--- config.mk ---
export PLATFORM = sky130hd
export DESIGN_NAME = evt_dual_timer
export DESIGN_NICKNAME = d
export VERILOG_FILES = /design/src/rtl/evt_timer_pkg.sv /design/src/rtl/evt_prescaler.sv /design/src/rtl/evt_channel.sv /design/src/rtl/evt_dual_timer.sv
export SDC_FILE = /design/constraint.sdc
export NUM_CORES = 1
export LEC_CHECK = 0
export ABC_AREA = 1
export BUFFER_PORTS_ARGS = -buffer_cell sky130_fd_sc_hd__buf_2
export CORE_MARGIN = 2
export CORE_UTILIZATION = 65
export CTS_BUF_LIST = sky130_fd_sc_hd__clkbuf_4
export CTS_CLUSTER_DIAMETER = 80
export DETAILED_ROUTE_END_ITERATION = 6
export GPL_TIMING_DRIVEN = 1
export PLACE_DENSITY_LB_ADDON = 0.05
export SYNTH_ARGS = -nofsm -noshare
export SYNTH_HDL_FRONTEND = slang
export SYNTH_SLANG_ARGS = --single-unit
--- constraint.sdc ---
create_clock -name clk -period 3.6 [get_ports clk]
set_input_delay 0.72 -clock clk [delete_from_list [all_inputs] [get_ports clk]]
set_output_delay 0.72 -clock clk [all_outputs]
set_load 0.02 [all_outputs]
--- src/rtl/evt_timer_pkg.sv ---
// Package: shared register offsets and sizes for the dual event timer.
// Assumes byte addressing with word-aligned registers.
package evt_timer_pkg;
    localparam int unsigned OFS_CTRL   = 32'h00;
    localparam int unsigned OFS_MATCH  = 32'h18;
    localparam int unsigned OFS_COUNT  = 32'h48;
    localparam int unsigned OFS_STATUS = 32'h60;
    localparam int unsigned CH_STRIDE  = 4;
    localparam int unsigned EN_BITS    = 3;
    localparam int unsigned DIV_LSB    = 16;
endpackage

--- src/rtl/evt_prescaler.sv ---
// Module: clock divider for one timer channel.
// Emits a one-cycle tick every (div+1) enabled clocks. The internal count
// is held at zero while disabled, so enabling always starts a full period.
// Assumes div may change at any time; a count at or above div ticks at once.
module evt_prescaler #(
    parameter int DIV_W = 16
) (
    input  logic             clk,
    input  logic             rst_n,
    input  logic             en,
    input  logic [DIV_W-1:0] div,
    output logic             tick
);
    logic [DIV_W-1:0] pre_q;

    assign tick = en && (pre_q >= div);

    // Advance the divider, restarting on tick or while disabled.
    always_ff @(posedge clk) begin
        if (!rst_n)           pre_q <= '0;
        else if (!en || tick) pre_q <= '0;
        else                  pre_q <= pre_q + 1'b1;
    end

    AST_PRE_RESTART: assert property (@(posedge clk) disable iff (!rst_n)
        !en |=> (pre_q == '0));
    AST_PRE_WRAP: assert property (@(posedge clk) disable iff (!rst_n)
        tick |=> (pre_q == '0));
endmodule

--- src/rtl/evt_channel.sv ---
// Module: one timer channel with control, match and counter registers.
// Counts divided ticks while any enable bit is set and flags a hit on the
// tick that brings the counter to the match value. A software write to the
// counter wins over a tick on the same edge and never produces a hit.
module evt_channel #(
    parameter int DATA_W  = 32,
    parameter int DIV_W   = 16,
    parameter int DIV_LSB = 16,
    parameter int EN_BITS = 3
) (
    input  logic              clk,
    input  logic              rst_n,
    input  logic              ctrl_we,
    input  logic              match_we,
    input  logic              count_we,
    input  logic [DATA_W-1:0] wdata,
    output logic [DATA_W-1:0] ctrl_q,
    output logic [DATA_W-1:0] match_q,
    output logic [DATA_W-1:0] count_q,
    output logic              en,
    output logic              hit
);
    logic              tick;
    logic [DATA_W-1:0] count_next;

    assign en         = |ctrl_q[EN_BITS-1:0];
    assign count_next = count_q + 1'b1;
    assign hit        = tick && !count_we && (count_next == match_q);

    // Divider that paces this channel's counter.
    evt_prescaler #(.DIV_W(DIV_W)) u_pre (
        .clk  (clk),
        .rst_n(rst_n),
        .en   (en),
        .div  (ctrl_q[DIV_LSB +: DIV_W]),
        .tick (tick)
    );

    // Hold the control and match words written by software.
    always_ff @(posedge clk) begin
        if (!rst_n) begin
            ctrl_q  <= '0;
            match_q <= '0;
        end else begin
            if (ctrl_we)  ctrl_q  <= wdata;
            if (match_we) match_q <= wdata;
        end
    end

    // Load the counter from the bus, otherwise advance on each tick.
    always_ff @(posedge clk) begin
        if (!rst_n)        count_q <= '0;
        else if (count_we) count_q <= wdata;
        else if (tick)     count_q <= count_next;
    end

    AST_COUNT_HOLD: assert property (@(posedge clk) disable iff (!rst_n)
        (!tick && !count_we) |=> $stable(count_q));
    AST_COUNT_STEP: assert property (@(posedge clk) disable iff (!rst_n)
        (tick && !count_we) |=> (count_q == $past(count_q) + 1'b1));
    AST_COUNT_LOAD: assert property (@(posedge clk) disable iff (!rst_n)
        count_we |=> (count_q == $past(wdata)));
endmodule

--- src/rtl/evt_dual_timer.sv ---
// Module: top of the match-compare event timer.
// Decodes the byte-addressed register bus, holds one channel instance per
// generate step, keeps the shared write-one-to-clear status word and
// drives the masked interrupt outputs. Assumes word-aligned accesses;
// any address not listed reads zero and ignores writes.
module evt_dual_timer
    import evt_timer_pkg::*;
#(
    parameter int NUM_CH = 2,
    parameter int ADDR_W = 8,
    parameter int DATA_W = 32,
    parameter int DIV_W  = 16
) (
    input  logic              clk,
    input  logic              rst_n,
    input  logic              bus_wr,
    input  logic [ADDR_W-1:0] bus_addr,
    input  logic [DATA_W-1:0] bus_wdata,
    output logic [DATA_W-1:0] bus_rdata,
    output logic [NUM_CH-1:0] irq
);
    localparam logic [ADDR_W-1:0] STATUS_ADDR = ADDR_W'(OFS_STATUS);

    logic [DATA_W-1:0] ctrl_v  [NUM_CH];
    logic [DATA_W-1:0] match_v [NUM_CH];
    logic [DATA_W-1:0] count_v [NUM_CH];
    logic [NUM_CH-1:0] en_v;
    logic [NUM_CH-1:0] hit_v;
    logic [NUM_CH-1:0] status_q;
    logic [NUM_CH-1:0] clr_v;
    logic              status_we;

    assign status_we = bus_wr && (bus_addr == STATUS_ADDR);
    assign clr_v     = status_we ? bus_wdata[NUM_CH-1:0] : '0;

    for (genvar n = 0; n < NUM_CH; n++) begin : g_ch
        localparam logic [ADDR_W-1:0] CTRL_A  = ADDR_W'(OFS_CTRL  + CH_STRIDE * n);
        localparam logic [ADDR_W-1:0] MATCH_A = ADDR_W'(OFS_MATCH + CH_STRIDE * n);
        localparam logic [ADDR_W-1:0] COUNT_A = ADDR_W'(OFS_COUNT + CH_STRIDE * n);

        evt_channel #(
            .DATA_W (DATA_W),
            .DIV_W  (DIV_W),
            .DIV_LSB(DIV_LSB),
            .EN_BITS(EN_BITS)
        ) u_ch (
            .clk     (clk),
            .rst_n   (rst_n),
            .ctrl_we (bus_wr && (bus_addr == CTRL_A)),
            .match_we(bus_wr && (bus_addr == MATCH_A)),
            .count_we(bus_wr && (bus_addr == COUNT_A)),
            .wdata   (bus_wdata),
            .ctrl_q  (ctrl_v[n]),
            .match_q (match_v[n]),
            .count_q (count_v[n]),
            .en      (en_v[n]),
            .hit     (hit_v[n])
        );

        AST_STATUS_SET: assert property (@(posedge clk) disable iff (!rst_n)
            hit_v[n] |=> status_q[n]);
        AST_STATUS_KEEP: assert property (@(posedge clk) disable iff (!rst_n)
            (status_q[n] && !clr_v[n]) |=> status_q[n]);
        AST_IRQ_GATED: assert property (@(posedge clk) disable iff (!rst_n)
            $rose(irq[n]) |-> (status_q[n] && en_v[n]));
    end

    // Sticky status: new hits win over a clear on the same edge.
    always_ff @(posedge clk) begin
        if (!rst_n) status_q <= '0;
        else        status_q <= (status_q & ~clr_v) | hit_v;
    end

    assign irq = status_q & en_v;

    // Return the addressed register, zero for unmapped offsets.
    always_comb begin
        bus_rdata = '0;
        for (int n = 0; n < NUM_CH; n++) begin
            if (bus_addr == ADDR_W'(OFS_CTRL  + CH_STRIDE * n)) bus_rdata = ctrl_v[n];
            if (bus_addr == ADDR_W'(OFS_MATCH + CH_STRIDE * n)) bus_rdata = match_v[n];
            if (bus_addr == ADDR_W'(OFS_COUNT + CH_STRIDE * n)) bus_rdata = count_v[n];
        end
        if (bus_addr == STATUS_ADDR) bus_rdata = DATA_W'(status_q);
    end
endmodule

==> metrics.md, run 1 <==
| Metric | Value |
|---|---|
| Critical path data arrival time | around 2.7 ns |
| Portion of netlist area occupied by mux cells | 0% |
| Drt drc | 0 |
| CP Buf/Inv Count | 4 |
| Die Wd | 150.3 µm |
| Post-cts hold buffer count | 0 |
| Die ar. | 22,580 µm² |
| Area grow syn2layout | 9.329% |
| Xor/xnor share of the synthesized area | 2.735% |
| Slowest-stage cell, CP | o21ai_0 |
| P_int | about 3.6 mW |
| Worst Hold Class | input pin to flop |
| Post-synth top area cell | dfxtp_1 |
| Status | completed |
| CTS Buf Count | 60 |
| Final Hold Fails | 0 |
| Post-Synth Simple-Gate Area | 32.85% |
| Share of cells above drive strength 1 | between 10 and 15% |
| PwrDens | ~320 nW/µm² |
| CP required | about 2.9 ns |
| Final Max Slew Viols | 0 |
| Startpoint Class | input pin |
| Final setup violation count | 0 |
| CP Max Fanout | 53 |
| Worst vdd rail ir drop | between 0.2 and 0.25 mV |
| Most frequent cells in the layout | 594 x nand2_1, 249 x inv_1, 226 x dfxtp_1 |
| Top cells by area, synth | dfxtp_1 33%, nand2_1 16%, o21ai_0 7.1% |
| CTS-repair resized insts | 0 |
| Core region area | 21,020 µm² |
| Reg clk slew, reported paths | 0.06 ns |
| Clk pwr share | 44.7% |
| Vias/cell | 5.881 |
| Final setup margin | 0.2307 ns |
| Main combinational cell family by area after synthesis | simple AND/OR/NAND/NOR gates |
| Sequential area share after synthesis | 32.53% |
| Final ANT Viol Nets | 0 |
| H-tree depth | 2 |
| Vias | around 15,000 |
| Root Driver | clkbuf_4 |
| Initial antenna violation count | 1 |
| Most common cell after layout, fill and taps aside | nand2_1 |
| GP Congestion | approximately 1 |
| Worst skew pair latency | 0.72 ns |
| CP cell instances | buf_2, or2_4, nor3_2, nand2_2, buf_12, o21ai_0, o21ai_0, o22ai_1, inv_1, buf_2 |
| Top cell type's share of synthesized area | around a third |
| I/O pins | just under 80 |
| Setup repair bufs after CTS | 0 |
| Synth Register Bits | 226 |
| Switching share of power | between 20% and 30% |
| Sequential share of power | about half |
| Number of global-route vias before repair | 13,400 |
| WL/cell | roughly 18 µm |
| DP Wirelength | 34,050 µm |
| Largest net degree at the start of global routing | 91 |
| Max Fclk | just under 300 MHz |
| Max Cap Viol | 0 |
| Post-Route WL | 46,180 µm |
| Synthesized area per cell | about 6.3 µm² |
| CP delay by family, top | compound AO/OA/AOI/OAI gates |
| Drt pass-1 iters | 7 |
| Initial Utilization | between 60 and 70% |
| Die Ht | between 150 and 200 µm |
| GRT Total Usage | around 40% |
| Crit end category | output pin |
| Distinct cells, synth | 46 |
| Final hold slack | between 0.3 and 0.4 ns |
| Clk buf depth | 3 |
| Synthesized area | roughly 14,000 µm² |
| CP Class | input pin to output pin |
| Pleak | ~6 nW |
| CTS tree | done |
| Gr ovfl total | 0 |
| Port Buffers | 76 |
| Syn nets | between 2,000 and 2,500 |
| RSZ-0062 raised after global routing | false |
| First-pass GRT wire length | roughly 71,000 µm |
| Setup TNS | 0 ns |
| Skew final | just under 0.04 ns |
| Worst Tran Pin Value | 0.8473 ns |
| Crit share post-route | approximately 94% |
| Final Net Count | approximately 2,300 |
| Post-synthesis instance total | between 2,000 and 2,500 |
| Async SR Flop Fraction | 0% |
| NetSw | 1.271 mW |
| Post-synth top flop | dfxtp_1 |
| Slowest stage delay, CP | approximately 0.45 ns |
| EDFF count, synth | 0 |
| Synth warnings | 0 |
| Place WS | 0.2950 ns |
| Combinational Power Share | under 10% |
| Rel. slew slack | 43.52% |
| Synth Area in Compound Gates | 19.02% |
| Num rows | 53 |
| Sink Count | about 230 |
| Detailed Route Iter0 Violations | roughly 1,700 |
| Adder-cell share of the synthesized area | under 10% |
| Crit path time final | between 3 and 4 ns |
==> logic make-up after synthesis <==
kind of cell / after synthesis
AND/OR/NAND/NOR: 1069
AO/OA/AOI/OAI: 476
buffers and inverters: 350
flip-flops: 226
XOR/XNOR: 37
adder cells (fa/ha/maj): 36
==> layer usage <==
| metal | share of wire, % | vias to the layer above | global-route usage [%] |
|---|---|---|---|
| li1 | - | 7380 | - |
| met1 | 41 | 6802 | 54.21 |
| met2 | 41 | 876 | 58.98 |
| met4 | 3.9 | 0 | 16.79 |
| met5 | 0 | - | 0 |
| met3 | 14 | 138 | 14.00 |
==> worst paths after layout <==
kind | start | to | slack (ns) | cells after the start
worst max-delay path | bus_addr[1] | bus_rdata[20] | 0.23 | 10
worst min register to register | g_ch[0].u_ch.u_pre.pre_q[0] | g_ch[0].u_ch.u_pre.pre_q[0] | 0.47 | 1
worst max register to register | g_ch[1].u_ch.ctrl_q[23] | g_ch[1].u_ch.count_q[6] | 0.51 | 13
worst min-delay path | bus_wdata[19] | g_ch[1].u_ch.ctrl_q[19] | 0.35 | 3
==> worst min-delay path, stage by stage <==
cell and delay, ns:
buf_2 0.15, inv_1 0.08, a21oi_1 0.06
==> power by group through the flow <==
stage | Sequential (mW) | Clock, mW | Combinational, mW
finish | 2.51 | 2.19 | 0.198
global placement | 2.56 | 0 | 0.185
global route | 2.51 | 2.32 | 0.209
detailed placement | 2.56 | 0 | 0.187
CTS | 2.51 | 2.20 | 0.188
floorplan | 2.56 | 0 | 0.0854
==> through the flow <==
| stage | utilization (%) | instances | cell area [µm²] | power (mW) |
|---|---|---|---|---|
| 6_report | 72.34 | 2584 | 15210 | 4.892 |
| 5_1_grt | 72.34 | 2584 | 15210 | 5.037 |
| 4_1_cts | 72.32 | 2583 | 15200 | 4.893 |
| 3_5_place_dp | 68.95 | 2479 | 14490 | 2.752 |
| 3_3_place_gp | 68.95 | 2479 | 14490 | 2.750 |
| 2_1_floorplan | - | 2194 | 13910 | 2.649 |
==> registers in the layout (all words and copies together), names as in the netlist <==
signal / count
g_ch.u_ch.count_q: 64
g_ch.u_ch.ctrl_q: 64
g_ch.u_ch.match_q: 64
g_ch.u_ch.u_pre.pre_q: 32
status_q: 2
==> Yosys cell counts (17+ instances only) <==
library cell	instances
a21oi_1	144
a31oi_1	60
buf_2	17
clkbuf_1	68
dfxtp_1	226
ha_1	36
inv_1	250
nand2_1	598
nand3_1	155
nor2_1	220
nor2_4	17
nor3_1	18
o21ai_0	197
xor2_1	18
==> layout make-up <==
type,count,area [µm²]
clock buffers,84,630.6
diodes,1,2.502
flip-flops and latches,226,4524
fillers,1884,5816
multi-input cells,1618,8060
well taps,275,344.1
inverters,263,987.2
clock inverters,20,78.83
repair buffers,97,578.1
Note: power is estimated with default switching activity, not from simulation.
==> run 2: changes to the inputs <==
Clock period 3.6 ns to 4.19 ns, I/O delays scaled along.
==> metrics.md, run 2 (synthesized netlist as in run 1, its figures left out) <==
| Metric | Value |
|---|---|
| Drt drc | 1 |
| Sink Count | 226 |
| WL/cell | between 15 and 20 µm |
| Place WS | about 0.46 ns |
| Final Hold Fails | 0 |
| CTS tree | done |
| Placed cell count | between 2,000 and 2,500 |
| Share of cells above drive strength 1 | a little under an eighth |
| Num rows | 53 |
| Post-cts hold buffer count | 0 |
| M1 GR Usage | between 50% and 60% |
| Status | complete, but fails checks |
| Switching share of power | about a quarter |
| Clk pwr share | 46.0% |
| Final Net Count | 2,348 |
| Final Max Slew Viols | 0 |
| End-of-flow core utilization | about 72% |
| Vias | 15,470 |
| Initial Utilization | about 66% |
| CP required | between 3 and 4 ns |
| Root Driver | clkbuf_4 |
| Gr ovfl total | 0 |
| Worst Hold Class | input pin to flop |
| Port Buffers | 76 |
| Number of global-route vias before repair | around 14,000 |
| Crit end category | output pin |
| Final ANT Viol Nets | 0 |
| NetSw | 1.138 mW |
| Post-route non-filler standard cell count | between 2,000 and 3,000 |
| Most common cell after layout, fill and taps aside | nand2_1 |
| Die Ht | between 150 and 200 µm |
| Rel. slew slack | roughly 15% |
| Top Registers | g_ch.u_ch.count_q x64, g_ch.u_ch.ctrl_q x64, g_ch.u_ch.match_q x64 |
| Core region area | 21,020 µm² |
| GP Congestion | slightly above 1 |
| Clk buf depth | 3 |
| Die Wd | 150.3 µm |
| Failing checks | design-rule violations |
| GRT Total Usage | approximately 43% |
| Most frequent cells in the layout | 594 x nand2_1, 249 x inv_1, 226 x dfxtp_1 |
| Placed cell area | about 14,000 µm² |
| I/O pins | 77 |
| GR Util met3 | 11.61% |
| Sequential share of power | 50.0% |
| Vias/cell | a little under 6 |
| Detailed Route Iter0 Violations | around 2,100 |
| Reg clk slew, reported paths | approximately 0.070 ns |
| RSZ-0062 raised after global routing | false |
| Total power | roughly 4.3 mW |
| Pleak | between 6 and 7 nW |
| Crit path time final | just under 4 ns |
| Initial antenna violation count | 1 |
| P_int | 3.170 mW |
| Final setup margin | between 0.2 and 0.3 ns |
| Area grow syn2layout | 9.572% |
| Largest net degree at the start of global routing | ~130 |
| CP Class | input pin to output pin |
| Combinational Power Share | under 10% |
| Max Cap Viol | 0 |
| Skew final | 0.06444 ns |
| CP Max Fanout | 30 |
| CTS-repair resized insts | 0 |
| Setup TNS | 0 ns |
| Critical path data arrival time | 3.09 ns |
| Drt pass-1 iters | 7 |
| H-tree depth | 2 |
| DP Wirelength | between 30,000 and 40,000 µm |
| Max Fclk | ~250 MHz |
| Worst skew pair latency | 0.77 ns |
| Top Usage Layer GRT | met2 |
| Setup repair bufs after CTS | 0 |
| Startpoint Class | input pin |
| PwrDens | around 280 nW/µm² |
| Final setup violation count | 0 |
| CTS Buf Count | 61 |
| First-pass GRT wire length | roughly 74,000 µm |
| GR met2 Demand/Resource | between 60% and 70% |
| Finished Cell Area | 15,240 µm² |
| Worst vdd rail ir drop | roughly 0.24 mV |
| Final hold slack | between 0.4 and 0.5 ns |
| Crit share post-route | 93.66% |
| Die ar. | roughly 23,000 µm² |
| Worst Tran Pin Value | ~1.3 ns |
| Post-Route WL | 48,720 µm |
run 2: cell types whose count changed in the layout (fill, tap and decap cells not counted):
cell        change
clkinvlp_4      +1
clkinv_1        -1
buf_4           +5
buf_12          -3
clkbuf_4        +5
clkinv_2        +2
inv_6           +1
inv_2           -1
run 2: area by class of cell:
cell class / count / area, µm²
antenna: 1 / 2.502
multi-input combinational: 1618 / 8060
clock inverter: 22 / 97.59
inverter: 263 / 987.2
clock buffer: 89 / 668.1
sequential: 226 / 4524
tap: 275 / 344.1
timing repair buffer: 99 / 555.5
fill: 1856 / 5782
run 2: worst paths after layout:
path,cells after the start,slack (ns),startpoint,endpoint
max reg2reg,13,1.20,g_ch[1].u_ch.ctrl_q[19],g_ch[1].u_ch.count_q[27]
min,3,0.41,bus_wdata[29],g_ch[1].u_ch.ctrl_q[29]
min reg2reg,1,0.48,g_ch[0].u_ch.u_pre.pre_q[0],g_ch[0].u_ch.u_pre.pre_q[0]
max,11,0.27,bus_addr[6],bus_rdata[30]
run 2: power by group through the flow:
| stage | Combinational [mW] | Sequential (mW) | Clock, mW |
|---|---|---|---|
| after detailed placement | 0.162 | 2.20 | 0 |
| after global placement | 0.159 | 2.20 | 0 |
| final | 0.172 | 2.15 | 1.98 |
| after floorplan | 0.0734 | 2.20 | 0 |
| after CTS | 0.163 | 2.15 | 1.98 |
| after global routing | 0.180 | 2.15 | 2.09 |
run 2: critical path: stages:
cell and delay, ns:
buf_2 0.11, inv_1 0.04, nor2_1 0.04, inv_2 0.05, nor3_2 0.05, nand2_2 0.40
buf_4 0.37, nor2_1 0.08, a2111oi_0 0.56, o21ai_0 0.29, buf_2 0.23
run 2: metal layers:
metal	vias up	share of wire (%)
met2	980	41
met5	-	0
met1	6937	41
met3	162	14
li1	7388	-
met4	0	4.3
==> run 3: changes to the inputs <==
Settings changed: ABC_AREA 1 to default, RECOVER_POWER from default to 100.
==> metrics.md, run 3 <==
| Metric | Value |
|---|---|
| Max Fclk | around 250 MHz |
| Drt drc | 0 |
| I/O pins | 77 |
| Post-cts hold buffer count | 0 |
| Synth warnings | 0 |
| Adder-cell share of the synthesized area | under 10% |
| GRT Total Usage | 40.53% |
| Crit path time final | a little over 4 ns |
| Crit end category | output pin |
| Multi-input gate area | between 8000 and 9000 µm² |
| CP Class | input pin to output pin |
| Die ar. | between 20,000 and 25,000 µm² |
| Final hold slack | 0.4141 ns |
| Rel. slew slack | -11.99% |
| Pleak | 5.059 nW |
| Synthesized area per cell | 7.758 µm² |
| Reg2Reg Setup Slack | roughly 0.57 ns |
| Crit share post-route | a little over nine tenths |
| Vias | 13,690 |
| Clk buf depth | 3 |
| Post-synth top flop | dfxtp_1 |
| Worst skew pair latency | 0.73 ns |
| Worst vdd rail ir drop | about 0.23 mV |
| Core region area | about 20,000 µm² |
| DP Wirelength | approximately 33,000 µm |
| PwrDens | ~290 nW/µm² |
| Synth Area in Compound Gates | 19.03% |
| Most frequent cells after synthesis | 249 x nand2_1, 226 x dfxtp_1, 164 x a21oi_1, 135 x nor2_1, 99 x clkbuf_1 |
| Distinct cells, synth | 75 |
| Status | complete, but fails checks |
| Crit. Startpoint | bus_addr[1] |
| Share of cells above drive strength 1 | a little under an eighth |
| Die Wd | roughly 150 µm |
| Most common cell after layout, fill and taps aside | nand2_1 |
| Detailed Route Iter0 Violations | roughly 1,400 |
| Failing checks | max-capacitance violations, max-slew violations |
| Drt pass-1 iters | 6 |
| Worst Tran Pin Value | 1.680 ns |
| Area grow syn2layout | 8.475% |
| Top cell type's share of synthesized area | 33.46% |
| Final setup margin | approximately 0.11 ns |
| Max Cap Viol | 1 |
| Synthesized area | 13,520 µm² |
| Worst R2R Start | g_ch[1].u_ch.ctrl_q[29] |
| Post-Route WL | approximately 45,000 µm |
| Gr ovfl total | 0 |
| Num rows | 52 |
| Most frequent cells in the layout | 249 x nand2_1, 226 x dfxtp_1, 165 x a21oi_1 |
| Largest net degree at the start of global routing | about 80 |
| Final Net Count | approximately 1,900 |
| Die Ht | about 150 µm |
| Worst Hold Class | input pin to flop |
| Initial antenna violation count | 1 |
| H-tree depth | 2 |
| Post-synth top area cell | dfxtp_1 |
| Final Max Slew Viols | 34 |
| Place WS | between 0.2 and 0.25 ns |
| Final Hold Fails | 0 |
| GP Congestion | ~0.99 |
| Final ANT Viol Nets | 0 |
| Top cells by area, synth | dfxtp_1 33%, nand2_1 6.9%, a21oi_1 6.1% |
| Vias/cell | approximately 6.5 |
| Skew final | a little under 0.06 ns |
| HP Start | bus_wdata[3] |
| Post-synthesis instance total | 1,743 |
| Register area | 4524 µm² |
| Post-Synth Simple-Gate Area | around 25% |
| Syn nets | ~1,800 |
| Setup repair bufs after CTS | 0 |
| Layout fillers | 1,737 |
| Root Driver | clkbuf_4 |
| CP required | around 3.4 ns |
| Setup TNS | 0 ns |
| Port Buffers | 76 |
| CP Max Fanout | 18 |
| First-pass GRT wire length | 70,170 µm |
| Xor/xnor share of the synthesized area | between 10% and 20% |
| Async SR Flop Fraction | 0% |
| Initial Utilization | between 60 and 70% |
| Startpoint Class | input pin |
| CTS tree | done |
| EDFF count, synth | 0 |
| R2r endpoint | g_ch[1].u_ch.u_pre.pre_q[7] |
| Sequential area share after synthesis | between 30 and 40% |
| Sink Count | approximately 230 |
| Critical path data arrival time | between 3 and 4 ns |
| Main combinational cell family by area after synthesis | simple AND/OR/NAND/NOR gates |
| RSZ-0062 raised after global routing | false |
| Reg clk slew, reported paths | ~0.080 ns |
| Portion of netlist area occupied by mux cells | between 2 and 2.5% |
| Worst setup endpoint | bus_rdata[5] |
| WL/cell | 21.59 µm |
| R2R cell count | 9 |
| Number of global-route vias before repair | 12,640 |
| Most frequent cell after synthesis | nand2_1 |
| Top Registers | g_ch.u_ch.count_q x64, g_ch.u_ch.ctrl_q x64, g_ch.u_ch.match_q x64 |
| CTS Buf Count | between 50 and 60 |
| Synth Register Bits | ~230 |
| Final setup violation count | 0 |
| CTS-repair resized insts | 0 |
run 3: changes by cell type in the layout (fill, tap and decap cells not counted), sizes merged, moves of 33 or more:
| cell | change |
|---|---|
| nand2 | -361 |
| inv | -214 |
| o21ai | -139 |
| nor2 | -111 |
| xnor2 | +74 |
| nand3 | -65 |
| xor2 | +63 |
| clkbuf | +41 |
| nand4 | +37 |
| a211oi | +35 |
| mux2i | +33 |
run 3: critical path, stage by stage:
cell      delay (ns)
buf_2           0.09
or3_1           0.51
or4_1           0.52
nor3_4          0.21
buf_4           0.29
a222oi_1        0.14
a21oi_1         0.24
a221o_1         0.17
clkbuf_1        0.24
run 3: cell families (layout without fill, tap and decap cells):
logic type / Yosys count / in the layout
flops: 226 / 226
xor+xnor: 171 / 171
mux: 33 / 33
buf+inv: 187 / 265
simple gates: 687 / 687
other cells: 0 / 1
compound gates: 403 / 403
fa+ha+maj: 36 / 36
run 3: metal layers:
layer | track usage [%] | share of wire, % | up-vias | routed length (µm)
met3 | 11.10 | 14 | 138 | 6506
met5 | 0 | 0 | - | 0
met1 | 57.07 | 40 | 6349 | 17920
li1 | - | - | 6322 | -
met2 | 59.93 | 43 | 876 | 19250
met4 | 14.00 | 3.3 | 0 | 1491
run 3: cell type report:
class | instances | area share (%)
Inverter | 50 | 1.296
Sequential cell | 226 | 30.84
Tap cell | 270 | 2.303
Multi-Input combinational cell | 1330 | 56.02
Timing Repair Buffer | 111 | 4.376
Clock buffer | 89 | 4.555
Antenna cell | 1 | 0.01706
Clock inverter | 15 | 0.5885
run 3: through the flow:
| step | util (%) | area (µm²) | std cells | power [mW] |
|---|---|---|---|---|
| floorplan | - | 13520 | 1743 | 2.267 |
| global placement | 69.10 | 14030 | 1987 | 2.353 |
| detailed placement | 69.10 | 14030 | 1987 | 2.354 |
| CTS | 72.81 | 14780 | 2091 | 4.285 |
| global route | 72.26 | 14670 | 2092 | 4.398 |
| finish | 72.26 | 14670 | 2092 | 4.287 |
run 3: how the worst min path moves through the flow:
stage | end | slack (ns) | cells past startpoint
2_1_floorplan | g_ch[0].u_ch.ctrl_q[5] | 0.44 | 2
3_3_place_gp | g_ch[1].u_ch.ctrl_q[23] | 0.44 | 2
3_5_place_dp | g_ch[1].u_ch.ctrl_q[18] | 0.45 | 2
4_1_cts | g_ch[1].u_ch.ctrl_q[3] | 0.40 | 3
5_1_grt | g_ch[1].u_ch.ctrl_q[3] | 0.41 | 3
6_report | g_ch[1].u_ch.ctrl_q[3] | 0.41 | 3
run 3: report_power, final:
part | switching, mW | internal (mW) | total, mW
Sequential | 0.00531 | 2.15 | 2.16
Clock | 0.951 | 1.02 | 1.97
Combinational | 0.122 | 0.0352 | 0.157
